`src/rtl/i2c_stat_pkg.sv`:
```
package i2c_stat_pkg;
  typedef struct packed {
    logic start;
    logic stop;
    logic rise;
    logic fall;
  } bus_ev_t;
endpackage

```
`src/rtl/i2c_cond_detect.sv`:
```
module i2c_cond_detect
  import i2c_stat_pkg::*;
(
  input  logic    clk_i,
  input  logic    rst_ni,
  input  logic    scl_i,
  input  logic    sda_i,
  output bus_ev_t ev_o
);
  logic scl_q, sda_q;

  always_ff @(posedge clk_i or negedge rst_ni) begin
    if (!rst_ni) begin
      scl_q <= 1'b1;
      sda_q <= 1'b1;
    end else begin
      scl_q <= scl_i;
      sda_q <= sda_i;
    end
  end

  always_comb begin
    ev_o.rise  = scl_i & ~scl_q;
    ev_o.fall  = ~scl_i & scl_q;
    ev_o.start = scl_i & scl_q & sda_q & ~sda_i;
    ev_o.stop  = scl_i & scl_q & ~sda_q & sda_i;
  end
endmodule

```
`src/rtl/i2c_bit_track.sv`:
```
module i2c_bit_track
  import i2c_stat_pkg::*;
#(
  parameter int BYTE_BITS = 8
) (
  input  logic    clk_i,
  input  logic    rst_ni,
  input  logic    pe_i,
  input  bus_ev_t ev_i,
  output logic    in_byte_o,
  output logic    ack_phase_o,
  output logic    data_bit_o
);
  localparam int ACK_IDX = BYTE_BITS + 1;
  localparam int CNT_W   = $clog2(ACK_IDX + 1);

  logic [CNT_W-1:0] cnt_q;
  logic             act_q;

  always_ff @(posedge clk_i or negedge rst_ni) begin
    if (!rst_ni) begin
      cnt_q <= '0;
      act_q <= 1'b0;
    end else if (!pe_i) begin
      cnt_q <= '0;
      act_q <= 1'b0;
    end else if (ev_i.start) begin
      cnt_q <= '0;
      act_q <= 1'b1;
    end else if (ev_i.stop) begin
      cnt_q <= '0;
      act_q <= 1'b0;
    end else if (ev_i.rise && act_q && cnt_q != CNT_W'(ACK_IDX)) begin
      cnt_q <= cnt_q + 1'b1;
    end else if (ev_i.fall && cnt_q == CNT_W'(ACK_IDX)) begin
      cnt_q <= '0;
    end
  end

  // first high phase after a boundary may carry a legal START/STOP
  assign in_byte_o   = cnt_q >= CNT_W'(2);
  assign ack_phase_o = cnt_q == CNT_W'(ACK_IDX);
  assign data_bit_o  = act_q && (cnt_q < CNT_W'(BYTE_BITS));


  cnt_range_chk: assert property (@(posedge clk_i) disable iff (!rst_ni)
    cnt_q <= CNT_W'(ACK_IDX));


  stop_ends_chk: assert property (@(posedge clk_i) disable iff (!rst_ni)
    ev_i.stop |=> !act_q && cnt_q == '0);
endmodule

```
`src/rtl/i2c_flag_regs.sv`:
```
module i2c_flag_regs (
  input  logic clk_i,
  input  logic rst_ni,
  input  logic pe_i,
  input  logic ite_i,
  input  logic gc_en_i,
  input  logic master_i,
  input  logic sda_drive_i,
  input  logic sda_i,
  input  logic addr_match_i,
  input  logic sr2_rd_i,
  input  logic fm_wr_i,
  input  logic fm_d_i,
  input  logic start_i,
  input  logic stop_i,
  input  logic rise_i,
  input  logic in_byte_i,
  input  logic ack_phase_i,
  input  logic data_bit_i,
  output logic arlo_o,
  output logic berr_o,
  output logic af_o,
  output logic gcal_o,
  output logic irq_o,
  output logic to_slave_o,
  output logic scl_hold_en_o,
  output logic fm_o
);
  logic arlo_q, berr_q, af_q, gcal_q, to_slave_q, fm_q;
  logic arlo_s, berr_s, af_s;

  assign arlo_s = pe_i & ((start_i & in_byte_i) |
                          (rise_i & data_bit_i & master_i & sda_drive_i & ~sda_i));
  assign berr_s = pe_i & (start_i | stop_i) & in_byte_i;
  assign af_s   = pe_i & stop_i & ack_phase_i;

  always_ff @(posedge clk_i or negedge rst_ni) begin
    if (!rst_ni) begin
      arlo_q     <= 1'b0;
      berr_q     <= 1'b0;
      af_q       <= 1'b0;
      gcal_q     <= 1'b0;
      to_slave_q <= 1'b0;
    end else if (!pe_i) begin
      arlo_q     <= 1'b0;
      berr_q     <= 1'b0;
      af_q       <= 1'b0;
      gcal_q     <= 1'b0;
      to_slave_q <= 1'b0;
    end else begin
      arlo_q     <= arlo_s | (arlo_q & ~sr2_rd_i);
      berr_q     <= berr_s | (berr_q & ~sr2_rd_i);
      af_q       <= af_s   | (af_q   & ~sr2_rd_i);
      gcal_q     <= ~stop_i & (gcal_q | (addr_match_i & gc_en_i));
      to_slave_q <= arlo_s | berr_s;
    end
  end

  // speed bit survives disable
  always_ff @(posedge clk_i or negedge rst_ni) begin
    if (!rst_ni)      fm_q <= 1'b0;
    else if (fm_wr_i) fm_q <= fm_d_i;
  end

  assign arlo_o        = arlo_q;
  assign berr_o        = berr_q;
  assign af_o          = af_q;
  assign gcal_o        = gcal_q;
  assign to_slave_o    = to_slave_q;
  assign fm_o          = fm_q;
  assign irq_o         = ite_i & (arlo_q | berr_q);
  assign scl_hold_en_o = pe_i & ~(arlo_q | berr_q);


  slave_pulse_chk: assert property (@(posedge clk_i) disable iff (!rst_ni)
    $rose(arlo_q) |-> to_slave_q);

  af_with_berr_chk: assert property (@(posedge clk_i) disable iff (!rst_ni)
    $rose(af_q) |-> berr_q);

  pe_clear_chk: assert property (@(posedge clk_i) disable iff (!rst_ni)
    !pe_i |=> !(arlo_q || berr_q || af_q || gcal_q));

  irq_raise_chk: assert property (@(posedge clk_i) disable iff (!rst_ni)
    $rose(berr_q) && ite_i |-> irq_o);

  fm_hold_chk: assert property (@(posedge clk_i) disable iff (!rst_ni)
    !fm_wr_i |=> $stable(fm_q));
endmodule

```
`src/rtl/i2c_status_flags.sv`:
```
module i2c_status_flags
  import i2c_stat_pkg::*;
#(
  parameter int BYTE_BITS = 8
) (
  input  logic clk_i,
  input  logic rst_ni,
  input  logic scl_i,
  input  logic sda_i,
  input  logic pe_i,
  input  logic ite_i,
  input  logic gc_en_i,
  input  logic master_i,
  input  logic sda_drive_i,
  input  logic addr_match_i,
  input  logic sr2_rd_i,
  input  logic fm_wr_i,
  input  logic fm_d_i,
  output logic arlo_o,
  output logic berr_o,
  output logic af_o,
  output logic gcal_o,
  output logic irq_o,
  output logic to_slave_o,
  output logic scl_hold_en_o,
  output logic fm_o
);
  bus_ev_t ev;
  logic    in_byte, ack_phase, data_bit;

  i2c_cond_detect u_cond (
    .clk_i  (clk_i),
    .rst_ni (rst_ni),
    .scl_i  (scl_i),
    .sda_i  (sda_i),
    .ev_o   (ev)
  );

  i2c_bit_track #(.BYTE_BITS(BYTE_BITS)) u_track (
    .clk_i       (clk_i),
    .rst_ni      (rst_ni),
    .pe_i        (pe_i),
    .ev_i        (ev),
    .in_byte_o   (in_byte),
    .ack_phase_o (ack_phase),
    .data_bit_o  (data_bit)
  );

  i2c_flag_regs u_flags (
    .clk_i         (clk_i),
    .rst_ni        (rst_ni),
    .pe_i          (pe_i),
    .ite_i         (ite_i),
    .gc_en_i       (gc_en_i),
    .master_i      (master_i),
    .sda_drive_i   (sda_drive_i),
    .sda_i         (sda_i),
    .addr_match_i  (addr_match_i),
    .sr2_rd_i      (sr2_rd_i),
    .fm_wr_i       (fm_wr_i),
    .fm_d_i        (fm_d_i),
    .start_i       (ev.start),
    .stop_i        (ev.stop),
    .rise_i        (ev.rise),
    .in_byte_i     (in_byte),
    .ack_phase_i   (ack_phase),
    .data_bit_i    (data_bit),
    .arlo_o        (arlo_o),
    .berr_o        (berr_o),
    .af_o          (af_o),
    .gcal_o        (gcal_o),
    .irq_o         (irq_o),
    .to_slave_o    (to_slave_o),
    .scl_hold_en_o (scl_hold_en_o),
    .fm_o          (fm_o)
  );
endmodule

```
`config.mk`:
```
export PLATFORM = sky130hd
export DESIGN_NAME = i2c_status_flags
export DESIGN_NICKNAME = d
export VERILOG_FILES = /design/src/rtl/i2c_stat_pkg.sv /design/src/rtl/i2c_cond_detect.sv /design/src/rtl/i2c_bit_track.sv /design/src/rtl/i2c_flag_regs.sv /design/src/rtl/i2c_status_flags.sv
export SDC_FILE = /design/constraint.sdc
export NUM_CORES = 1
export LEC_CHECK = 0
export BUFFER_PORTS_ARGS = -buffer_cell sky130_fd_sc_hd__buf_4
export CORE_MARGIN = 5
export CORE_UTILIZATION = 35
export CTS_CLUSTER_SIZE = 28
export DETAILED_ROUTE_END_ITERATION = 7
export GPL_ROUTABILITY_DRIVEN = 0
export MAX_ROUTING_LAYER = met4
export PLACE_DENSITY = 0.69
export SYNTH_ARGS = -nofsm -noshare
export SYNTH_HDL_FRONTEND = slang
export SYNTH_SLANG_ARGS = --single-unit
```
`constraint.sdc`:
```
create_clock -name clk_i -period 3.7 [get_ports clk_i]
set_input_delay 0.74 -clock clk_i [delete_from_list [all_inputs] [get_ports clk_i]]
set_output_delay 0.74 -clock clk_i [all_outputs]
set_load 0.05 [all_outputs]
```
; ---- Yosys cells after proc, flatten, opt, wreduce, memory -nomap -nowiden
; Index checks and enable logic that the tools add are counted.
; W data, S select, Z words.
[totals]
regBits = 13
input_bits = 13
elab_cells = 73
[op_classes]
addsub = 1
n_lt_le_gt_ge = 2
n_eq_ne = 4
n_mux = 13
bitwise_logic = 39
n_reduce_logical = 4
[ops]
columns = op, n
row1 = $and A1 B1 Y1, 24
row2 = $mux W4, 5
row3 = $mux W1, 8
row4 = $or A1 B1 Y1, 8
row5 = $not A1 Y1, 7
row6 = $ne A5 B1 Y1 const B, 1
row7 = $add A4 B1 Y4 const B, 1
row8 = $eq A4 B4 Y1 const B, 1
row9 = $ge A4 B2 Y1 const B, 1
row10 = $logic_and A1 B1 Y1, 4
row11 = $lt A4 B4 Y1 const B, 1
row12 = $ne A4 B4 Y1 const B, 1
row13 = $ne A3 B1 Y1 const B, 1

; ---- Longest topological paths before layout
[logic_depth]
depth_word = 10
ltp_mapped = 6
ltp_nobuf = 6

; ---- Hierarchy
; A second synthesis with hierarchy kept.
[hier_totals]
cells_unflattened = 64
hier_area_um2 = 675.6
[by_module_without_submodules]
columns = module, instances, cells_per_inst, area_per_inst_um2, seq_area_each_um2
row1 = i2c_bit_track, 1, 35, 341.6, 125.1
row2 = i2c_flag_regs, 1, 23, 249.0, 150.1
row3 = i2c_cond_detect, 1, 6, 85.1, 52.6

; ---- Worst setup path before layout
; No wires, ideal clock.
[synth_path]
path_kind = input-to-output
startpoint = input pe_i
endpoint = output scl_hold_en_o
arrival_ps = 1886
t_required_ps = 2960
path_slack_ps = 1074
path_stages = 1
n_path_buf = 0
path_cell_list = nor3b_1
[synth_between]
elab_chain_len = 1
[synth_lines]
columns = item, line
row1 = from (decl), i2c_status_flags.sv:10  ; input logic pe_i,
row2 = $and A1 B1 Y1, i2c_flag_regs.sv:72  ; assign scl_hold_en_o = pe_i & ~(arlo_q | berr_q);
row3 = to (decl), i2c_status_flags.sv:25  ; output logic scl_hold_en_o,
; Every way passes these cells.

; ---- Final worst setup path
; Same ends and word-level chain as after synthesis.

==> impl_results.md <==
- Status: finished clean
- Core Area: 1750 µm²
- Synth area leaders: dfrtp_1, dfstp_2, ha_1
- Final Hold Viols: 0
- Fin nets: approximately 100
- Share of the synthesized area in the top cell type: 42.6%
- Area grow syn2layout: 32.1%
- Maximum vdd drop: 206 µV
- Critical path cell sequence: buf_4, nor3b_1, buf_4
- Most common flop cell mapped by yosys: dfrtp_1
- Worst Skew: 0.00130 ns
- RSZ-0062 raised after global routing: false
- Buf+Inv Stages, Crit Path: 2
- Total congestion overflow: 0
- Clk pin slew, worst setup/hold paths: ~0.080 ns
- Power per Cell Area: 323 nW/µm²
- TNS Setup: 0 ns
- Hold WC Path Type: in -> async
- Post-CTS Setup Repair Bufs: 0
- IO buf count: 20
- Pre-antenna DRT Iters: 4
- Synthesized area per cell: 10.6 µm²
- Cell Rows: 15
- Area after DPL: around 830 µm²
- Syn Nets: 76
- Maximum clock path buffer count: 2
- Data required time of the worst path: between 2 and 3 ns
- CTS resizes: 0
- Max Clock Freq: around 500 MHz
- Top Layer Used: met4
- Simple logic cell fraction of the synthesized area: 24.8%
- Pwr Total: 0.276 mW
- CTS H-tree depth: 1
- Compound-Gate Fraction of Synth Area: a little over a tenth
- Flops & latches, synth: 13
- Pin count of the biggest net entering global routing: 14
- Synth cell count leaders: dfrtp_1, nand2_1, nor2_1, nand3_1
- Slowest CP cell: buf_4
- Distinct cells, synth: 28
- Die area: 2810 µm²
- Post-CTS Hold Fix Bufs: 0
- Multiplexer share of the synthesized area: 5.42%
- CTS Buf Count: 3
- DRT Wirelength: 1320 µm
- Ratio of cells with drive above 1 in the final layout: 34.1%
- First-pass GRT wire length: 2130 µm
- Most used cell along the critical path: buf_4
- GRT Total Usage: 11.0%
- Diodes inserted: 0
- Detailed-route DRC error count: 0
- Avg WL per Cell: about 12 µm
- TritonCTS clock tree: done
- Headroom to the max-slew limit: approximately three quarters
- WL met2: 552 µm
- # IOs: 21
- Met1 wire length: 608 µm
- Worst setup SP type: primary input
- CTS sink cnt: 13
- Synth Area in Adders: 3.87%
- Synth warn: 0
- Max-slew violation count: 0
- Fin area: ~850 µm²
- Number of synthesized flops with an enable pin: 0
- Most frequent cell after synthesis: dfrtp_1
- Arrival time at the worst endpoint: 1.27 ns
- Max incr delay on CP: 0.23 ns
- Met3 wire length: 125 µm
- Delay-heaviest family, CP: buffers and inverters
- Cells after Synth: 61
- Vias per cell: 4.85
- Tightest Pin Transition: 0.343 ns
- ANT nets after route: 0
- Xor/xnor cell area share of the yosys netlist: 2.71%
- Vias in the first global route: 518
- Dominant cell type by area after synthesis: dfrtp_1
- LEAKAGE: ~0.46 nW
- Fin crit period: 2.01 ns
- CTS root buf: clkbuf_4
- Hpwl dp: 1050 µm
- CP Class: in -> out
- Max-Cap Viols: 0
- Final setup viols: 0
- Via count: 533
- Critical Path Fanout Max: 8
- Die Ht: 53.0 µm
- Initial antenna violation count: 0
- Clock latency on the worst-skew pair: roughly 0.28 ns
- DRT iter0 DRCs: 5
- Synthesized area: 647 µm²
- Die span in x: 53.0 µm
- Period utilization: 54.4%
- Async SR Flop Fraction: 100%
- Initial Util: 37.1%
- Seq/Total Area, Yosys: 50.7%
- Critical Path End Type: primary output
- Largest family of logic cells by synthesized area: simple AND/OR/NAND/NOR gates
[metal layers]
metal,vias up,GRT usage (%)
met3,5,3.10
met2,22,16.5
li1,263,-
met4,0,6.38
met5,-,-
met1,243,13.1
[power breakdown]
group / switching, mW / internal (mW) / leakage (nW) / total [mW]
registers: 0.00232 / 0.146 / 0.171 / 0.149
logic: 0.0207 / 0.0161 / 0.270 / 0.0368
clock network: 0.0485 / 0.0419 / 0.0150 / 0.0903
[registers in the layout (all words and copies together) (netlist names)]
| name | cells |
|---|---|
| u_flags.fm_o | 1 |
| u_flags.berr_o | 1 |
| u_flags.to_slave_o | 1 |
| u_track.act_q | 1 |
| u_cond.sda_q | 1 |
| u_flags.arlo_o | 1 |
| u_flags.gcal_o | 1 |
| u_track.cnt_q | 4 |
| u_cond.scl_q | 1 |
| u_flags.af_o | 1 |
[layout make-up]
type / count / area, µm²
inverters: 3 / 11.3
repair buffers: 20 / 150
well taps: 25 / 31.3
multi-input cells: 45 / 308
flip-flops and latches: 13 / 328
clock buffers: 4 / 26.3
fillers: 174 / 891
[cells in the final DEF, fill, tap and decap left out, drive strengths merged, types with 2 or more instances in the layout]
master / count
a21oi: 2
and2: 3
buf: 20
clkbuf: 4
dfrtp: 11
dfstp: 2
ha: 2
inv: 3
mux2i: 2
nand2: 5
nand3: 4
nand4: 2
nor2: 5
nor2b: 3
o21ai: 4
xor2: 2
[per-stage QoR]
step	std cells	worst slack (ns)	utilization (%)	hold slack (ns)
final	110	1.69	49.0	0.285
after global routing	110	1.61	49.0	0.274
after floorplan	61	1.07	-	0.444
after global placement	106	1.70	47.5	0.477
after detailed placement	106	1.70	47.5	0.493
after CTS	110	1.69	49.0	0.289
[cells by family after synthesis]
kind of cell	Yosys count
compound gates	11
xor+xnor	2
fa+ha+maj	2
buf+inv	3
flops	13
mux	3
simple gates	27
[path summary, 6_finish.rpt]
path | from | end | slack [ns] | cells past startpoint
min in group clk_i | u_flags.gcal_o | u_flags.gcal_o | 0.50 | 2
max | pe_i | scl_hold_en_o | 1.69 | 3
min reg2reg | u_flags.gcal_o | u_flags.gcal_o | 0.50 | 2
max in group asynchronous | rst_ni | u_cond.scl_q | 3.18 | 1
max reg2reg | u_track.cnt_q[1] | u_track.cnt_q[3] | 2.34 | 6
min | rst_ni | u_flags.berr_o | 0.28 | 1
Power figures use the tool's default switching activity.
